==> config.mk <==
export PLATFORM = sky130hd
export DESIGN_NAME = tick_timer
export DESIGN_NICKNAME = d
export VERILOG_FILES = /design/src/rtl/tick_timer_pkg.sv /design/src/rtl/tick_timer_decode.sv /design/src/rtl/tick_timer_ctrl.sv /design/src/rtl/tick_timer_core.sv /design/src/rtl/tick_timer.sv
export SDC_FILE = /design/constraint.sdc
export NUM_CORES = 1
export LEC_CHECK = 0
export CORE_MARGIN = 2
export CORE_UTILIZATION = 50
export DETAILED_ROUTE_END_ITERATION = 10
export DONT_BUFFER_PORTS = 1
export HOLD_SLACK_MARGIN = 0.1
export PLACE_DENSITY_LB_ADDON = 0.2
export SLEW_MARGIN = 20
export SYNTH_ARGS = -nofsm -noshare
export SYNTH_HDL_FRONTEND = slang
export SYNTH_SLANG_ARGS = --single-unit
==> constraint.sdc <==
create_clock -name clk -period 2.83 [get_ports clk]
set_input_delay 0.283 -clock clk [delete_from_list [all_inputs] [get_ports clk]]
set_output_delay 0.283 -clock clk [all_outputs]
set_load 0.01 [all_outputs]
==> src/rtl/tick_timer_pkg.sv <==
// Shared constants, slot encoding and the calibration function of the tick timer.
// Assumes a 32-bit register word and a 24-bit calibration count field.
package tick_timer_pkg;

    localparam int REG_W         = 32;
    localparam int TENMS_W       = 24;
    localparam int CTRL_EN_BIT   = 0;
    localparam int CTRL_INT_BIT  = 1;
    localparam int CTRL_SRC_BIT  = 2;
    localparam int CTRL_FLAG_BIT = 16;
    localparam int CAL_SKEW_BIT  = 30;
    localparam int CAL_NOREF_BIT = 31;

    typedef enum logic [1:0] {
        SLOT_CTRL   = 2'd0,
        SLOT_RELOAD = 2'd1,
        SLOT_CUR    = 2'd2,
        SLOT_CAL    = 2'd3
    } slot_e;

    // Build the calibration word from the reference-tick parameters.
    function automatic logic [REG_W-1:0] calib_word(input bit has_ref, input longint ref_hz);
        logic [REG_W-1:0] w;
        longint           ticks;
        longint           field_max;
        w         = '0;
        field_max = (longint'(1) << TENMS_W) - 1;
        if (!has_ref) begin
            w[CAL_NOREF_BIT] = 1'b1;
        end else begin
            ticks               = ref_hz / 100;
            w[TENMS_W-1:0]      = TENMS_W'(ticks - 1);
            w[CAL_SKEW_BIT]     = ((ref_hz % 100) != 0) || ((ticks - 1) > field_max);
        end
        return w;
    endfunction

endpackage

==> src/rtl/tick_timer_decode.sv <==
// Bus decode and read-data mux of the tick timer.
// Produces one write strobe per writable slot and a read strobe for the control slot.
// Assumes ADDR_W >= 4. Reads are combinational; a misaligned or out-of-range offset reads 0.
module tick_timer_decode
    import tick_timer_pkg::*;
#(
    parameter int ADDR_W  = 8,
    parameter int CNT_W   = 24,
    parameter bit HAS_REF = 1'b1
) (
    input  logic              clk,
    input  logic              rst_n,
    input  logic              bus_req,
    input  logic              bus_we,
    input  logic [ADDR_W-1:0] bus_addr,
    input  logic              ctrl_en,
    input  logic              ctrl_int,
    input  logic              ctrl_src,
    input  logic              flag,
    input  logic [CNT_W-1:0]  reload,
    input  logic [CNT_W-1:0]  cnt,
    input  logic [REG_W-1:0]  calib,
    output logic              wr_ctrl,
    output logic              wr_reload,
    output logic              wr_cur,
    output logic              rd_ctrl,
    output logic [REG_W-1:0]  rdata
);

    logic  hit;
    slot_e slot;

    // Offset is a mapped word when aligned and inside the four-slot window.
    assign hit  = (bus_addr[1:0] == 2'b00) && ((bus_addr >> 4) == '0);
    assign slot = slot_e'(bus_addr[3:2]);

    // Per-slot access strobes.
    assign wr_ctrl   = bus_req &&  bus_we && hit && (slot == SLOT_CTRL);
    assign wr_reload = bus_req &&  bus_we && hit && (slot == SLOT_RELOAD);
    assign wr_cur    = bus_req &&  bus_we && hit && (slot == SLOT_CUR);
    assign rd_ctrl   = bus_req && !bus_we && hit && (slot == SLOT_CTRL);

    // Read-data mux; zero outside a mapped read.
    always_comb begin
        rdata = '0;
        if (bus_req && !bus_we && hit) begin
            unique case (slot)
                SLOT_CTRL: begin
                    rdata[CTRL_EN_BIT]   = ctrl_en;
                    rdata[CTRL_INT_BIT]  = ctrl_int;
                    rdata[CTRL_SRC_BIT]  = ctrl_src;
                    rdata[CTRL_FLAG_BIT] = flag;
                end
                SLOT_RELOAD: rdata[CNT_W-1:0] = reload;
                SLOT_CUR:    rdata[CNT_W-1:0] = cnt;
                SLOT_CAL:    rdata = calib;
                default:     rdata = '0;
            endcase
        end
    end

    // offsets past the window read zero.
    p_unmapped_zero_r11: assert property (@(posedge clk) disable iff (!rst_n)
        (bus_req && !bus_we && (bus_addr >= ADDR_W'(16))) |-> (rdata == '0));

    generate
        if (!HAS_REF) begin : g_noref_chk
            // source select always reads as core clock without a reference.
            p_src_pinned_r8: assert property (@(posedge clk) disable iff (!rst_n)
                (bus_req && !bus_we && (bus_addr == '0)) |-> rdata[CTRL_SRC_BIT]);
        end
    endgenerate

endmodule

==> src/rtl/tick_timer_ctrl.sv <==
// Control bits and reload value of the tick timer.
// Only bits [2:0] of a control write are kept; the source bit is pinned high when no
// reference tick exists.
module tick_timer_ctrl #(
    parameter int CNT_W   = 24,
    parameter bit HAS_REF = 1'b1
) (
    input  logic             clk,
    input  logic             rst_n,
    input  logic             wr_ctrl,
    input  logic             wr_reload,
    input  logic             wd_en,
    input  logic             wd_int,
    input  logic             wd_src,
    input  logic [CNT_W-1:0] wd_reload,
    output logic             en_o,
    output logic             int_o,
    output logic             src_o,
    output logic [CNT_W-1:0] reload_o
);

    localparam logic SRC_PIN = HAS_REF ? 1'b0 : 1'b1;

    // Hold control bits and reload; the source bit resets to its pinned value.
    always_ff @(posedge clk) begin
        if (!rst_n) begin
            en_o     <= 1'b0;
            int_o    <= 1'b0;
            src_o    <= SRC_PIN;
            reload_o <= '0;
        end else begin
            if (wr_ctrl) begin
                en_o  <= wd_en;
                int_o <= wd_int;
                src_o <= wd_src | SRC_PIN;
            end
            if (wr_reload) begin
                reload_o <= wd_reload;
            end
        end
    end

endmodule

==> src/rtl/tick_timer_core.sv <==
// Count engine of the tick timer: down-counter, sticky count flag and interrupt pulse.
// Assumes ref_tick is a single-cycle enable pulse synchronous to clk.
// Priority: a current-value clear beats everything; a wrap beats a flag-clearing read.
module tick_timer_core #(
    parameter int CNT_W   = 24,
    parameter bit HAS_REF = 1'b1
) (
    input  logic             clk,
    input  logic             rst_n,
    input  logic             ref_tick,
    input  logic             en,
    input  logic             int_en,
    input  logic             src,
    input  logic [CNT_W-1:0] reload,
    input  logic             clr_cur,
    input  logic             rd_clr,
    output logic [CNT_W-1:0] cnt_o,
    output logic             flag_o,
    output logic             irq_o
);

    logic rate_tick;
    logic step;
    logic wrap;

    generate
        if (HAS_REF) begin : g_ref
            // Select the count rate: every cycle or reference pulses.
            assign rate_tick = src ? 1'b1 : ref_tick;
        end else begin : g_noref
            logic unused_ref;
            // No reference fitted: count on every core cycle.
            assign unused_ref = ref_tick ^ src;
            assign rate_tick  = 1'b1;
        end
    endgenerate

    assign step = en && rate_tick;
    assign wrap = step && (cnt_o == CNT_W'(1));

    // Counter: reload at zero, decrement otherwise; cleared by a current-value write.
    always_ff @(posedge clk) begin
        if (!rst_n) begin
            cnt_o <= '0;
        end else if (clr_cur) begin
            cnt_o <= '0;
        end else if (step) begin
            cnt_o <= (cnt_o == '0) ? reload : cnt_o - CNT_W'(1);
        end
    end

    // Sticky flag: a read clears it, a wrap sets it and wins.
    always_ff @(posedge clk) begin
        if (!rst_n) begin
            flag_o <= 1'b0;
        end else if (clr_cur) begin
            flag_o <= 1'b0;
        end else begin
            if (rd_clr) flag_o <= 1'b0;
            if (wrap)   flag_o <= 1'b1;
        end
    end

    // Interrupt: a one-cycle pulse after a wrap with interrupts enabled.
    always_ff @(posedge clk) begin
        if (!rst_n) begin
            irq_o <= 1'b0;
        end else begin
            irq_o <= wrap && int_en && !clr_cur;
        end
    end

    // a disabled counter stays put unless cleared.
    p_hold_off_r3: assert property (@(posedge clk) disable iff (!rst_n)
        (!en && !clr_cur) |=> $stable(cnt_o));

    // an interrupt pulse only accompanies a fresh wrap.
    p_irq_at_wrap_r4: assert property (@(posedge clk) disable iff (!rst_n)
        irq_o |-> (cnt_o == '0) && flag_o);

    // the pulse lasts a single cycle when no further wrap can follow at once.
    p_irq_single_r4: assert property (@(posedge clk) disable iff (!rst_n)
        (irq_o && (reload != CNT_W'(1))) |=> !irq_o);

    // a current-value write leaves counter and flag at zero, with no interrupt.
    p_clear_r6: assert property (@(posedge clk) disable iff (!rst_n)
        clr_cur |=> (cnt_o == '0) && !flag_o && !irq_o);

endmodule

==> src/rtl/tick_timer.sv <==
// Top of the periodic down-count tick timer: joins decode, control and count engine,
// and fixes the calibration word at elaboration from HAS_REF and REF_HZ.
// Assumes REF_HZ >= 100 when HAS_REF is set, and CNT_W <= 32.
module tick_timer
    import tick_timer_pkg::*;
#(
    parameter int ADDR_W  = 8,
    parameter int CNT_W   = 24,
    parameter bit HAS_REF = 1'b1,
    parameter int REF_HZ  = 1_000_000
) (
    input  logic              clk,
    input  logic              rst_n,
    input  logic              ref_tick,
    input  logic              bus_req,
    input  logic              bus_we,
    input  logic [ADDR_W-1:0] bus_addr,
    input  logic [31:0]       bus_wdata,
    output logic [31:0]       bus_rdata,
    output logic              irq
);

    localparam logic [REG_W-1:0] CALIB = calib_word(HAS_REF, longint'(REF_HZ));

    logic             wr_ctrl, wr_reload, wr_cur, rd_ctrl;
    logic             en, int_en, src, flag;
    logic [CNT_W-1:0] reload, cnt;
    logic             unused_wdata;

    assign unused_wdata = ^bus_wdata;

    tick_timer_decode #(
        .ADDR_W  (ADDR_W),
        .CNT_W   (CNT_W),
        .HAS_REF (HAS_REF)
    ) u_decode (
        .clk       (clk),
        .rst_n     (rst_n),
        .bus_req   (bus_req),
        .bus_we    (bus_we),
        .bus_addr  (bus_addr),
        .ctrl_en   (en),
        .ctrl_int  (int_en),
        .ctrl_src  (src),
        .flag      (flag),
        .reload    (reload),
        .cnt       (cnt),
        .calib     (CALIB),
        .wr_ctrl   (wr_ctrl),
        .wr_reload (wr_reload),
        .wr_cur    (wr_cur),
        .rd_ctrl   (rd_ctrl),
        .rdata     (bus_rdata)
    );

    tick_timer_ctrl #(
        .CNT_W   (CNT_W),
        .HAS_REF (HAS_REF)
    ) u_ctrl (
        .clk       (clk),
        .rst_n     (rst_n),
        .wr_ctrl   (wr_ctrl),
        .wr_reload (wr_reload),
        .wd_en     (bus_wdata[CTRL_EN_BIT]),
        .wd_int    (bus_wdata[CTRL_INT_BIT]),
        .wd_src    (bus_wdata[CTRL_SRC_BIT]),
        .wd_reload (bus_wdata[CNT_W-1:0]),
        .en_o      (en),
        .int_o     (int_en),
        .src_o     (src),
        .reload_o  (reload)
    );

    tick_timer_core #(
        .CNT_W   (CNT_W),
        .HAS_REF (HAS_REF)
    ) u_core (
        .clk      (clk),
        .rst_n    (rst_n),
        .ref_tick (ref_tick),
        .en       (en),
        .int_en   (int_en),
        .src      (src),
        .reload   (reload),
        .clr_cur  (wr_cur),
        .rd_clr   (rd_ctrl),
        .cnt_o    (cnt),
        .flag_o   (flag),
        .irq_o    (irq)
    );

endmodule

### After elaboration in Yosys (flattened, before gate mapping)

Cells that the tools add are included.

| operators by class | value |
|---|---|
| add/sub/neg operators | 1 |
| $mul | 0 |
| div/mod/pow operators | 0 |
| magnitude comparators | 0 |
| equal/unequal tests | 4 |
| shift-type cells | 0 |
| mux-type cells | 9 |
| bitwise gates (word level) | 1 |
| reductions and logical operators | 21 |

Operators with widths:

| operator | count |
|---|---|
| 24-bit 2-to-1 mux | 2 |
| 13-bit one-hot mux with 3 select lines | 1 |
| 24-bit by 1-bit == test with 1-bit output, second input constant | 1 |
| 24-bit logical NOT | 1 |
| 24-bit by 1-bit subtractor with 24-bit output, second input constant | 1 |
| 7-bit one-hot mux with 2 select lines | 1 |
| 1-bit logical AND | 13 |
| 3-bit one-hot mux with 4 select lines | 1 |
| 8-bit logical NOT | 1 |
| 2-bit == test, second input constant | 2 |
| 2-bit logical NOT | 2 |
| 1-bit one-hot mux with 4 select lines | 1 |
| 1-bit 2-to-1 mux | 3 |
| 2-bit by 1-bit == test with 1-bit output, second input constant | 1 |
| 1-bit logical NOT | 2 |
| 2-bit nonzero test | 1 |
| 2-bit OR reduction | 1 |
| 1-bit NOT | 1 |

| word-level totals | value |
|---|---|
| register bits after elaboration | 53 |
| bits in latches | 0 |
| memory bits (writable) | 0 |
| memory bits (read-only) | 0 |
| output and inout port bits | 33 |
| logic and storage cells | 43 |
| memories | 0 |

### Longest topological paths before layout

Gate-level depths: netlist of the first run.

| depth | value |
|---|---|
| word-level depth | 6 |
| gate-level depth with buffers | 8 |
| depth with buffers taken out | 7 |

### Cells and area by module

A second synthesis of the first run with hierarchy kept.

| unflattened totals | value |
|---|---|
| cell total of the unflattened synthesis | 409 |
| area, all modules | 3543.4 sq um |

Modules (own cells, without submodules):

| module | instances | cells each | area an instance (sq um) | seq. area each (sq um) |
|---|---|---|---|---|
| tick_timer_core | 1 | 223 | 1687.9 | 520.5 |
| tick_timer_ctrl | 1 | 86 | 1038.5 | 540.5 |
| tick_timer_decode | 1 | 98 | 809.5 | 0.0 |
| tick_timer | 1 | 2 | 7.5 | 0.0 |

### Worst setup path before layout of the first run

Ideal clock, no wire load.

| timing path | value |
|---|---|
| path type | input to output |
| start | input port bus_addr[5] |
| end | output port bus_rdata[10] |
| data arrival time | 1901 ps |
| required time | 2547 ps |
| setup slack | 646 ps |
| cell stages on the path | 6 |
| path buffers | 2 |
| path through | or4_1 > or3_1 > clkbuf_1 > nand2b_1 > clkbuf_1 > nor2_1 |

| between the ends | value |
|---|---|
| word-level cells in the longest chain between the ends | 4 |

Ends and longest elaborated chain:

| what | line | source |
|---|---|---|
| from (decl) | tick_timer.sv:17 | `input logic [ADDR_W-1:0] bus_addr,` |
| 8-bit logical NOT | tick_timer_decode.sv:34 | `assign hit = (bus_addr[1:0] == 2'b00) && ((bus_addr >> 4) == '0);` |
| 1-bit logical AND | tick_timer_decode.sv:34 |  |
| 1-bit logical AND | tick_timer_decode.sv:46 | `if (bus_req && !bus_we && hit) begin` |
| 24-bit 2-to-1 mux | tick_timer_decode.sv:46 |  |
| to (decl) | tick_timer.sv:19 | `output logic [31:0] bus_rdata,` |

Every way passes these cells.

### Worst setup path in the final report of the first run

| timing path | value |
|---|---|
| start | register u_core.cnt_o[0] |
| end | register u_core.cnt_o[12] |

| between the ends | value |
|---|---|
| word-level cells in the longest chain between the ends | 2 |
| elaborated cells on any way between the ends | 3 |
| classes of those cells | add/sub (1); mux (1); reduce/logical (1) |

Ends and longest elaborated chain:

| what | line | source |
|---|---|---|
| from (decl) | tick_timer_core.sv:17 | `output logic [CNT_W-1:0] cnt_o,` |
| from (signal assigned) | tick_timer_core.sv:48 | `cnt_o <= (cnt_o == '0) ? reload : cnt_o - CNT_W'(1);` |
| 24-bit by 1-bit subtractor with 24-bit output or 24-bit logical NOT (tied branches) | tick_timer_core.sv:48 |  |
| 24-bit 2-to-1 mux * | tick_timer_core.sv:48 |  |

Every way passes the cells marked *; elsewhere a longest branch is shown, timed or not.
A chain may end at the register's enable or synchronous reset.

==> results_dict.tcl, run 1 <==
set metrics [dict create \
    numCtsBuffers 5 \
    viasPerCell 6.64 \
    n_antenna_cell 0 \
    synth_area_leaders "dfxtp_1 32%, nand3_1 6.0%, nand2_1 5.4%" \
    numPortBuffers 0 \
    die-area_mm2 0.00735 \
    fp.dieH_um 85.8 \
    h-tree-depth 2 \
    crit_arrival_ns 2.65 \
    worstSetupEndpointType "flip-flop" \
    grt_max_degree 32 \
    cts.sinks 53 \
    syn_area_per_cell_um2 7.94 \
    clk_pin_slew_ns 0.11 \
    wirelength_um 9700 \
    ir_drop_mv 0.278 \
    hold_violations 0 \
    min_period_ns 2.42 \
    outcome "finished, final reports clean" \
    drt_pass1_iterations 5 \
    final_net_count 463 \
    worstMarginPinSlew_ns 0.967 \
    period_share 0.853 \
    cp.required_ns 3.07 \
    die_x_um 85.8 \
    yosysWarnings 0 \
    ys_ff_latch 53 \
    place.gp.congestion 0.923 \
    num_vias 3245 \
    hp-class "in2reg" \
    maxSlewViolCount 0 \
    io_pins 78 \
    power_density_mw_per_mm2 411 \
    fmax_mhz 414 \
    area_growth_pct 5.50 \
    maxCapViolCount 0 \
    root_buffer "clkbuf_8" \
    ys_seq_area_frac 0.317 \
    synth.distinct_cells 59 \
    start_util 0.520 \
    rows 29 \
    synth_largest_area_cell "dfxtp_1" \
    grt_util_all_layers 0.267 \
    setup_tns_ns 0 \
    rsz0062_at_grt "false" \
    wl_per_cell_um 19.8 \
    fin_skew_ns 0.0121 \
    drt_iter0_markers 265 \
    cts_tree "done" \
    synth_ff_type "dfxtp_1" \
    post-dp-hpwl_um 6600 \
    leakage_nw 1.16 \
    clk_path_buf_depth 2 \
    grt_pass1_vias 2970 \
    drc 0 \
    final_cell_mix "53 x dfxtp_1, 48 x nand2_1, 40 x nand3_1" \
    grt_pass1_wl_um 15600 \
    finalSetupViolations 0 \
    synth_cells 421 \
    synth_area_mm2 0.00334 \
    layout-drive-gt1-share 0.107 \
    fill_cells 615 \
    clk_latency_ns 0.32 \
    mostFrequentLayoutCell "dfxtp_1" \
    worstPathMaxFanout 5 \
    postSynth.asyncResetShare 0 \
    post_cts_buffers 0 \
    grt_antenna_before_repair 0 \
    slew_headroom 0.355 \
    hold_ws_ns 0.101 \
    synth_top_area_share 0.317 \
    synth_edf_count 0 \
    antenna_left 0 \
    critPathKind "reg2reg" \
    grt_overflow 0 \
    cp-start-kind "flip-flop" \
    core_area_mm2 0.00642 \
]
[sequential cells by signal, indices dropped and copies added, names as in the netlist]
name             cells
u_core.flag_o        1
u_core.cnt_o        24
u_core.irq_o         1
u_ctrl.src_o         1
u_ctrl.reload_o     24
u_ctrl.en_o          1
u_ctrl.int_o         1
[metal layers]
layer | global-route usage | share of wire | vias to the layer above
met5 | 0 | 0 | -
met4 | 0.0722 | 0.011 | 0
met3 | 0.0500 | 0.076 | 12
met2 | 0.412 | 0.46 | 158
met1 | 0.384 | 0.45 | 1559
li1 | - | - | 1516
[worst paths after layout]
check / startpoint / end / slack (ns) / cells past startpoint
max: u_core.cnt_o[0] / u_core.cnt_o[12] / 0.41 / 7
min: bus_wdata[10] / u_ctrl.reload_o[10] / 0.10 / 2
max reg2reg: u_core.cnt_o[0] / u_core.cnt_o[12] / 0.41 / 7
min reg2reg: u_ctrl.reload_o[19] / u_ctrl.reload_o[19] / 0.48 / 2
[cell families (layout without fill, tap and decap cells)]
logic type,count (synthesis),in the layout,synth area share
AOI/OAI and AO/OA,122,122,0.270
muxes,5,5,0.0150
other,1,8,0.00112
buffers and inverters,54,38,0.0854
adders and majority gates,7,7,0.0262
DFF,53,53,0.317
and+or+nand+nor,179,179,0.285
[timing repair]
item                      4_1_cts  5_1_grt
hold endpoints to repair       13        4
resized for setup               0        0
hold buffers                    5        2
[cell type report]
type / count / area (um^2) / share of cell area
tap: 77 / 96.3 / 0.0273
sequential: 53 / 1060 / 0.301
timing repair buffer: 19 / 160 / 0.0454
inverter: 11 / 41.3 / 0.0117
clock buffer: 5 / 68.8 / 0.0195
clock inverter: 3 / 65.1 / 0.0185
multi-input combinational: 321 / 2030 / 0.577
[per-stage QoR]
step	utilization	cell area [um^2]	instances	worst slack [ns]	total power [mW]
floorplan	-	3370	428	0.646	0.826
global placement	0.517	3320	474	0.444	0.828
detailed placement	0.517	3320	474	0.425	0.829
CTS	0.546	3510	487	0.417	1.44
global route	0.549	3530	489	0.250	1.48
finish	0.549	3530	489	0.415	1.45
[critical path, stage by stage (launching register included)]
cell	delay [ns]
dfxtp_1	0.37
inv_1	0.16
ha_1	0.22
or3b_2	0.54
or4_4	0.54
nor3_2	0.17
o21ai_1	0.09
a221oi_1	0.23
[power by group]
part / internal (mW) / switching [mW] / total, mW
logic: 0.0279 / 0.0498 / 0.0777
clock network: 0.352 / 0.273 / 0.625
registers: 0.746 / 0.000373 / 0.746
total: 1.13 / 0.323 / 1.45
[cells in the mapped netlist (3+ instances only)]
library cell and count:
o22ai_1 5, a31oi_1 10, buf_4 8, a21boi_1 10, inv_1 11, or4_4 3
a22oi_1 18, nor3_1 15, a21oi_1 9, buf_6 4, mux2i_1 5, nor2_1 37
or3_1 6, o221a_2 3, buf_2 9, nand2_1 48, nand3_1 40, dfxtp_1 53
o21ai_1 4, ha_1 7, nor4_1 6, o21ai_0 7, o31ai_1 3, o21a_1 6
a21boi_0 18, clkbuf_1 21, a221oi_1 10, nor4_4 3
(Power assumes the default switching activity.)
==> inputs of run 2 (changes only) <==
--- a/config.mk
+++ b/config.mk
@@ -6,9 +6,10 @@
 export NUM_CORES = 1
 export LEC_CHECK = 0
 export CORE_MARGIN = 2
-export CORE_UTILIZATION = 50
+export CORE_UTILIZATION = 56
 export DETAILED_ROUTE_END_ITERATION = 10
 export DONT_BUFFER_PORTS = 1
+export GPL_TIMING_DRIVEN = 0
 export HOLD_SLACK_MARGIN = 0.1
 export PLACE_DENSITY_LB_ADDON = 0.2
 export SLEW_MARGIN = 20
==> results_dict.tcl, run 2 (synthesis results as in run 1) <==
set metrics [dict create \
    grt_antenna_before_repair 0 \
    drt_pass1_iterations 5 \
    cp.required_ns 2.55 \
    setup_tns_ns 0 \
    numPortBuffers 0 \
    die-area_mm2 0.00660 \
    hold_buffers 0 \
    grt_pass1_vias 3065 \
    slew_headroom 0.338 \
    maxCapViolCount 0 \
    final_cell_mix "53 x dfxtp_1, 48 x nand2_1, 40 x nand3_1" \
    reg.largest.list "u_core.cnt_o: 24 flops, u_ctrl.reload_o: 24 flops" \
    maxSlewViolCount 0 \
    cts_tree "done" \
    fill_cells 529 \
    register_area_mm2 0.00106 \
    dp_slack_ns 0.334 \
    critPathLaunch "bus_addr[5]" \
    clk_path_buf_depth 2 \
    min_period_ns 2.54 \
    grt_overflow 0 \
    ir_drop_mv 0.247 \
    numCtsBuffers 5 \
    grt_util_all_layers 0.309 \
    final_net_count 487 \
    mostFrequentLayoutCell "dfxtp_1" \
    antenna_left 0 \
    n_antenna_cell 0 \
    clk_latency_ns 0.32 \
    fin_skew_ns 0.0146 \
    clk_pin_slew_ns 0.10 \
    period_share 0.898 \
    grt_max_degree 17 \
    hold_violations 0 \
    worstPathMaxFanout 10 \
    drt_iter0_markers 455 \
    hp-class "in2reg" \
    h-tree-depth 2 \
    viasPerCell 6.50 \
    fmax_mhz 394 \
    drc 0 \
    worstSetupEndpointType "output pin" \
    num_vias 3323 \
    fp.dieH_um 81.3 \
    post_cts_buffers 0 \
    io_pins 78 \
    pwr-share-comb 0.061 \
    rr_startpoint "u_core.cnt_o[0]" \
    core_area_mm2 0.00585 \
    place.gp.congestion 0.952 \
    rsz0062_at_grt "false" \
    critPathKind "in2out" \
    reg2reg_slack_ns 0.38 \
    leakage_nw 1.21 \
    worstMarginPinSlew_ns 0.991 \
    cts_resized 0 \
    p_sw_frac 0.237 \
    power_density_mw_per_mm2 389 \
    root_buffer "clkbuf_8" \
    min_from "bus_wdata[4]" \
    start_util 0.571 \
    rows 28 \
    multiInputGateArea_mm2 0.00202 \
    post-dp-hpwl_um 7320 \
    wl_per_cell_um 19.8 \
    grt_pass1_wl_um 15300 \
    switchingPower_mw 0.329 \
    wirelength_um 10100 \
    worst-r2r-cell-count 7 \
    finalSetupViolations 0 \
    p_int_mw 1.06 \
    seqPwrFrac 0.536 \
    layout_setup_ws_ns 0.289 \
    outcome "finished, final reports clean" \
    worstHoldPathCells 2 \
    clkPwrFrac 0.403 \
    crit_arrival_ns 2.26 \
    area_growth_pct 7.19 \
    die_x_um 81.3 \
    cts.sinks 53 \
    cp-start-kind "input pin" \
    layout-drive-gt1-share 0.117 \
]
## run 2: final cells by class
class	count	area share
buffer	43	0.0681
clock buffer	6	0.0231
clock inverter	2	0.0105
inverter	11	0.0115
multi-input combinational	321	0.564
sequential	53	0.296
tap	75	0.0262
## run 2: power groups by stage
stage | Sequential [mW] | Combinational, mW | Clock (mW)
finish | 0.746 | 0.0852 | 0.561
global route | 0.746 | 0.0917 | 0.586
CTS | 0.746 | 0.0826 | 0.558
detailed placement | 0.763 | 0.0819 | 0
global placement | 0.763 | 0.0816 | 0
floorplan | 0.763 | 0.0626 | 0
## run 2: worst paths after layout
| check | to |
|---|---|
| max | bus_rdata[7] |
| min | u_ctrl.reload_o[4] |
| max reg2reg | u_core.cnt_o[12] |
| min reg2reg | u_ctrl.reload_o[2] |
## run 2: per-stage QoR
step / instance area [um^2] / total power, mW / instances / utilization / hold WS [ns]
finish: 3580 / 1.39 / 511 / 0.612 / 0.102
global route: 3580 / 1.42 / 511 / 0.612 / 0.103
CTS: 3580 / 1.39 / 511 / 0.612 / 0.101
detailed placement: 3460 / 0.845 / 503 / 0.592 / 0.438
global placement: 3460 / 0.845 / 503 / 0.592 / 0.433
floorplan: 3370 / 0.826 / 428 / - / 0.428
## run 2: metal layers
layer | up-vias | wire, um | track usage
met1 | 1547 | 4260 | 0.410
met3 | 32 | 1060 | 0.0867
met5 | - | 0 | 0
li1 | 1568 | - | -
met4 | 0 | 273 | 0.105
met2 | 176 | 4520 | 0.483
## run 2: worst max-delay path, cell delays in order
cell	delay (ns)
or4_1	0.55
or3_1	0.40
clkbuf_1	0.17
nand2b_1	0.22
clkbuf_1	0.29
nor2_1	0.35
